$ cat config.mk
export PLATFORM = sky130hd
export DESIGN_NAME = spi_port
export DESIGN_NICKNAME = d
export VERILOG_FILES = /design/src/rtl/spi_port.sv
export SDC_FILE = /design/constraint.sdc
export NUM_CORES = 1
export LEC_CHECK = 0
export CAP_MARGIN = 20
export CORE_AREA = 2 2 69 71
export CTS_CLUSTER_SIZE = 30
export DETAILED_ROUTE_END_ITERATION = 10
export DIE_AREA = 0 0 71 73
export HOLD_SLACK_MARGIN = 0.05
export MAX_ROUTING_LAYER = met4
export PLACE_DENSITY = 0.72
export SLEW_MARGIN = 20
export SYNTH_ARGS = -nofsm -noshare
export SYNTH_HDL_FRONTEND = slang
export SYNTH_SLANG_ARGS = --single-unit
$ cat constraint.sdc
create_clock -name clk -period 2.14 [get_ports clk]
set_input_delay 0.321 -clock clk [delete_from_list [all_inputs] [get_ports clk]]
set_output_delay 0.321 -clock clk [all_outputs]
set_load 0.05 [all_outputs]
$ cat src/rtl/spi_port.sv
module spi_port #(
  parameter int DW          = 8,
  parameter bit SAMPLE_RISE = 1'b1,
  parameter bit WCOL_EN     = 1'b1,
  parameter bit CS_EN       = 1'b1
) (
  input  logic          clk,
  input  logic          rst_n,
  input  logic          wr_en,
  input  logic          wr_sel,
  input  logic [DW-1:0] wr_data,
  input  logic          rd_sel,
  output logic [DW-1:0] rd_data,
  output logic          irq,
  input  logic          irq_ack,
  input  logic          sck_i,
  output logic          sck_o,
  output logic          sck_oe,
  input  logic          scs_i,
  output logic          scs_o,
  output logic          scs_oe,
  input  logic          sdi,
  output logic          sdo,
  output logic          sdo_oe
);
  localparam int  CW   = $clog2(DW + 1);
  localparam int  HCW  = 4;
  localparam logic IDLE = SAMPLE_RISE ? 1'b0 : 1'b1;

  logic          en, mst, wcol, trf, busy, samp, sck_r;
  logic [1:0]    div;
  logic [DW-1:0] sh, rx;
  logic [CW-1:0] bits;
  logic [HCW-1:0] cnt;
  logic [2:0]    sck_sy, scs_sy;

  wire cwr = wr_en && !wr_sel;
  wire dwr = wr_en && wr_sel;
  wire collide = dwr && busy;

  wire [HCW-1:0] half_m1 = (HCW'(1) << div) - HCW'(1);
  wire m_tick  = en && mst && busy && (cnt == half_m1);
  wire m_lead  = m_tick && (sck_r == IDLE);
  wire m_trail = m_tick && (sck_r != IDLE);

  wire s_sel   = !CS_EN || !scs_sy[1];
  wire s_edge  = en && !mst && s_sel && (sck_sy[1] != sck_sy[2]);
  wire s_lead  = s_edge && (sck_sy[1] != IDLE);
  wire s_trail = s_edge && (sck_sy[1] == IDLE) && busy;
  wire s_abort = CS_EN && en && !mst && scs_sy[1] && !scs_sy[2];

  wire lead  = m_lead || s_lead;
  wire trail = m_trail || s_trail;
  wire last  = trail && (bits == CW'(DW - 1));
  wire [DW-1:0] sh_next = {sh[DW-2:0], samp};

  always_ff @(posedge clk or negedge rst_n) begin
    if (!rst_n) begin
      sck_sy <= {3{IDLE}};
      scs_sy <= 3'b111;
    end else begin
      sck_sy <= {sck_sy[1:0], sck_i};
      scs_sy <= {scs_sy[1:0], scs_i};
    end
  end

  always_ff @(posedge clk or negedge rst_n) begin
    if (!rst_n) begin
      en <= 1'b0; mst <= 1'b0; div <= '0;
      wcol <= 1'b0; trf <= 1'b0; busy <= 1'b0;
      samp <= 1'b0; sck_r <= IDLE;
      sh <= '0; rx <= '0; bits <= '0; cnt <= '0;
    end else begin
      if (cwr) begin
        en  <= wr_data[0];
        mst <= wr_data[1];
        div <= wr_data[3:2];
      end
      if (WCOL_EN && collide) wcol <= 1'b1;
      else if (cwr && !wr_data[5]) wcol <= 1'b0;
      if (last) trf <= 1'b1;
      else if (irq_ack || (cwr && !wr_data[6])) trf <= 1'b0;
      if (dwr && !busy) sh <= wr_data;
      if (!en || s_abort) begin
        busy  <= 1'b0;
        bits  <= '0;
        cnt   <= '0;
        sck_r <= IDLE;
      end else begin
        if (dwr && !busy && mst) begin
          busy <= 1'b1;
          cnt  <= '0;
          bits <= '0;
        end else if (mst && busy) begin
          cnt <= m_tick ? '0 : cnt + 1'b1;
        end
        if (m_tick) sck_r <= ~sck_r;
        if (lead) begin
          samp <= sdi;
          busy <= 1'b1;
        end
        if (trail) begin
          sh   <= sh_next;
          bits <= last ? '0 : bits + 1'b1;
          if (last) begin
            rx   <= sh_next;
            busy <= 1'b0;
          end
        end
      end
    end
  end

  wire [7:0] ctrl_v = {busy, trf, wcol, 1'b0, div, mst, en};

  assign rd_data = rd_sel ? rx : DW'(ctrl_v);
  assign irq     = trf;
  assign sck_o   = sck_r;
  assign sck_oe  = en && mst;
  assign scs_o   = !(mst && busy);
  assign scs_oe  = CS_EN && en && mst;
  assign sdo     = sh[DW-1];
  assign sdo_oe  = en && (mst || s_sel);
endmodule

==> results of run 1 <==
==> state kept, by name (all words and copies together), names as in the netlist, 2 cells and up <==
name,count
scs_sy,3
sh,8
bits,4
cnt,4
sck_sy,3
rx,8
div,2
==> power by group <==
group | internal (mW) | switching (mW) | total [mW]
Combinational | 0.143 | 0.182 | 0.325
Sequential | 0.799 | 0.0560 | 0.855
Clock | 0.466 | 0.256 | 0.722
Total | 1.41 | 0.494 | 1.90
==> final cells by class <==
class / count / area (um^2)
clock buffer: 6 / 72.6
timing repair buffer: 41 / 390
fill: 401 / 2110
tap: 54 / 67.6
sequential: 39 / 980
inverter: 5 / 18.8
clock inverter: 2 / 60.1
multi-input combinational: 113 / 835
==> metal layers <==
layer / vias up / part of all wire, % / GRT usage [%]
met5: - / 0 / -
met4: 0 / 2.1 / 7.97
met3: 8 / 4.2 / 4.70
met2: 31 / 46 / 25.8
met1: 622 / 48 / 23.1
li1: 650 / - / -
==> synthesized netlist by cell type (all sizes together), types with 2 or more instances <==
cell and n:
nand3 4, nand2b 4, ha 2, buf 6, nor2 9, inv 5, nand2 20, mux2i 11
xor2 6, a21oi 4, dfstp 3, o21ai 16, nand3b 3, and2 3, dfrtp 36, mux2 18
==> cells by family (layout without fill, tap and decap cells) <==
kind of cell               Yosys count  count (layout)  synth area share (%)
and+or+nand+nor                     50              50                  13.8
DFF                                 39              39                  52.1
muxes                               29              29                  18.2
xor gates and xnor gates             6               6                  2.79
buffers and inverters               12              54                  3.59
AOI/OAI and AO/OA                   26              26                  8.18
adders and majority gates            2               2                  1.33
==> through the flow <==
| stage | hold slack, ns | instances | power [mW] | util (%) | area [um^2] |
|---|---|---|---|---|---|
| after floorplan | 0.0254 | 164 | 1.06 | - | 1880 |
| after detailed placement | 0.267 | 251 | 1.20 | 50.2 | 2280 |
| final | 0.358 | 260 | 1.90 | 53.4 | 2420 |
| after global placement | 0.258 | 251 | 1.19 | 50.2 | 2280 |
| after global routing | 0.366 | 260 | 2.00 | 53.4 | 2420 |
| after CTS | 0.359 | 260 | 1.93 | 53.3 | 2420 |
==> final timing paths <==
path	start	end	slack, ns	cells past startpoint
max reg2reg	div[1]	rx[1]	0.24	5
max in group asynchronous	rst_n	scs_sy[2]	0.97	3
max	mst	scs_o	0.12	2
min	scs_sy[0]	scs_sy[1]	0.36	0
min in group asynchronous	rst_n	rx[5]	0.47	2
min reg2reg	scs_sy[0]	scs_sy[1]	0.36	0
==> repair_timing <==
action / 4_1_cts / 5_1_grt
setup buffers: 0 / 0
setup endpoints to repair: 0 / 2
gates resized for setup: 0 / 2
endpoints found under the hold margin: 15 / 0
hold buffers: 1 / 0
==> results.md, run 1 <==
- CTS buffer count: 5
- Setup TNS: 0 ns
- Final setup violation count: 0
- Number of flops mapped to enable cells by yosys: 0
- Total GRT Usage: 17.7%
- WL final: 3920 um
- Area Growth Syn to Fin: 28.8%
- Top_reg_cell synth: dfrtp_1
- Worst path slowest cell: clkdlybuf4s50_1
- Synth area leader: dfrtp_1
- RSZ-0062 raised after global routing: false
- CTS clk-pin slew, worst paths: 0.08 ns
- Synth area leaders: dfrtp_1, mux2_4, mux2_2
- Count of input and output buffers: 31
- Area share of the largest cell type after synthesis: 47.9%
- Slew HR: 65.4%
- Commonest cells after routing, fill and taps aside: dfrtp_1, nand2_1, clkdlybuf4s50_1
- Critical path launch point type: flip-flop
- Routed via count: 1,311
- Die X: 71 um
- PnR worst setup slack: 0.119 ns
- Commonest non-fill, non-tap cell in the layout: dfrtp_1
- Clk_lat worst skew: 0.29 ns
- Worst slack, placed: 0.232 ns
- Final Hold Vio Count: 0
- Maximum clock rate: 495 MHz
- Peak supply drop: 338 uV
- CTS tree: done
- N_diodes: 0
- Initial antenna violation count: 0
- CTS Root Cell: clkbuf_8
- Final min period: 2.02 ns
- Htree depth: 2
- Sequential share of the synthesized area: 52.1%
- Placer congestion estimate: 0.876
- Post-synth ARST share: 100%
- Average routed wire per standard cell: 15.1 um
- First-pass GRT wire length: 6750 um
- Count of final max-slew check failures: 0
- Syn avg cell area: 11.5 um^2
- WP buf/inv: 1
- Slew at the pin with the worst max-slew slack: 0.518 ns
- Setup Crit Path Kind: flip-flop to primary output
- Grt total ovfl: 0
- Req. time, crit path: 1.82 ns
- Period Utilization, post-route: 94.4%
- Vias in the first global route: 1,331
- Critical path, cell by cell: nand2_1, clkdlybuf4s50_1
- Max_cap viols: 0
- Synth Warn #: 0
- I/O pin total: 32
- Hold WC Path Type: flip-flop to flip-flop
- Post-synthesis cell type count: 34
- Layout cells sized above 1: 23.8%
- Nets: 224
- DP Wirelength: 2850 um
- Initial DRC count: 81
- Post-Syn Nets: 183
- Flops & latches, synth: 39
- Rows: 25
- Clock Sink Count: 39
- Worst-path maximum fanout: 6
- Full die area: 5180 um^2
- Final ANT Viol Nets: 0
- Critical path's largest stage delay: 0.82 ns
- Netlist Area Pre-Place: 1880 um^2
- Die Height: 73 um
- Delay-heaviest family, CP: buffers and inverters
- Synthesized netlist cell count: 164
- Pre-antenna DRT Iters: 4
- CORE AREA: 4540 um^2
- CP Capture Type: primary output
- CTS Buffer Depth: 2
- Status: completed
- P per Cell Area: 785 nW/um^2
- Via density: 5.04
- P_leak: 1.17 nW
- CP arrival: 1.70 ns
- Largest net degree at the start of global routing: 25
- Drt drc: 0
- Clk_skew: 0.00492 ns
- Initial Util: 41.5%
No activity file was read; power rests on OpenSTA's default activity.
==> run 2: changes to the inputs <==
Settings changed: CAP_MARGIN 20 to 5, HOLD_SLACK_MARGIN 0.05 to 0.02.
Clock period 2.14 ns to 1.98 ns, I/O delays scaled along.
==> results.md, run 2 (synthesis results as in run 1) <==
- Status: completed
- Critical Path Sink: sck_o
- Worst path slowest cell: clkdlybuf4s50_1
- First-pass GRT wire length: 6600 um
- Critical path, cell by cell: clkdlybuf4s50_1
- Count of final max-slew check failures: 0
- Worst setup path start: sck_o
- Slew HR: 67.0%
- M1 WL: 1680 um
- P per Cell Area: 764 nW/um^2
- N_diodes: 0
- RSZ-0062 raised after global routing: false
- Biggest regs: rx (8), sh (8)
- Total GRT Usage: 17.1%
- CTS Buffer Depth: 2
- Average routed wire per standard cell: 14.9 um
- Initial DRC count: 68
- Clk_lat worst skew: 0.30 ns
- Full die area: 5180 um^2
- CP Capture Type: primary output
- Period Utilization, post-route: 97.3%
- Pre-antenna DRT Iters: 4
- Layout Utilization: 53.0%
- Via density: 5.12
- Slew at the pin with the worst max-slew slack: 0.494 ns
- Met3 routed WL: 207 um
- R2R depth: 5
- Commonest non-fill, non-tap cell in the layout: dfrtp_1
- Hold Slack: 0.0457 ns
- Worst slack, placed: 0.0431 ns
- CTS clk-pin slew, worst paths: 0.08 ns
- Initial antenna violation count: 0
- Commonest cells after routing, fill and taps aside: dfrtp_1, buf_4, nand2_1
- Critical path launch point type: flip-flop
- Setup TNS: 0 ns
- Area Growth Syn to Fin: 27.9%
- Clock Sink Count: 39
- Max_cap viols: 0
- Die X: 71 um
- CTS buffer count: 5
- Largest net degree at the start of global routing: 40
- Post-cts resize count: 0
- WL final: 3880 um
- CTS tree: done
- Initial Util: 41.5%
- Die Height: 73 um
- P_leak: 1.13 nW
- Delay-heaviest family, CP: buffers and inverters
- Rows: 25
- CORE AREA: 4540 um^2
- Vias in the first global route: 1,362
- Count of input and output buffers: 31
- Peak supply drop: 374 uV
- Placer congestion estimate: 0.909
- Layout cells sized above 1: 28.0%
- Nets: 225
- CP Depth: 1
- Final Hold Vio Count: 0
- PnR worst setup slack: 0.0527 ns
- CP arrival: 1.63 ns
- Clk_skew: 0.00760 ns
- Final setup violation count: 0
- Worst-path maximum fanout: 5
- Met2 routed WL: 1940 um
- Worst r2r src: cnt[2]
- Top layer reached by signal wires: met4
- FF-to-FF setup slack: 0.12 ns
- RR Endpoint: rx[3]
- Maximum clock rate: 519 MHz
- Hold WC Path Type: input port to async pin
- Drt drc: 0
- Routed via count: 1,336
- Critical path's largest stage delay: 0.85 ns
- Grt total ovfl: 0
- CTS Root Cell: clkbuf_8
- DP Wirelength: 2770 um
- WP buf/inv: 1
- I/O pin total: 32
- Final ANT Viol Nets: 0
- Post-CTS setup buffer count: 0
- Hold-fix buffers, CTS: 0
- Final min period: 1.93 ns
- Htree depth: 2
- Req. time, crit path: 1.68 ns
- Setup Crit Path Kind: flip-flop to primary output
==> run 2: routing by layer <==
layer,vias up,global-route usage (%)
li1,659,-
met1,637,21.7
met2,33,27.0
met3,7,4.42
met4,0,5.66
met5,-,-
==> run 2: worst min path at each step <==
stage	to	cells past startpoint	slack, ns	from
floorplan	bits[0]	0	0.001	rst_n
global placement	sck_sy[1]	0	0.33	sck_sy[0]
detailed placement	sck_sy[1]	0	0.34	sck_sy[0]
CTS	samp	2	0.06	rst_n
global route	sh[5]	2	0.08	rst_n
finish	rx[5]	2	0.05	rst_n
==> run 2: where the power goes <==
part,switching [mW],internal (mW),total [mW]
logic,0.206,0.161,0.367
clock network,0.301,0.252,0.553
registers,0.0562,0.863,0.920
total,0.563,1.28,1.84
==> run 2: final cells by class <==
type	instances	area, um^2
inverters	5	18.8
multi-input cells	113	852
repair buffers	42	395
well taps	54	67.6
fillers	396	2130
clock inverters	3	23.8
clock buffers	5	68.8
flip-flops and latches	39	980
==> run 2: through the flow <==
step,cells,power (mW),cell area [um^2]
floorplan,164,1.14,1880
global placement,253,1.29,2300
detailed placement,253,1.30,2300
CTS,261,1.86,2390
global route,261,1.93,2410
finish,261,1.84,2410
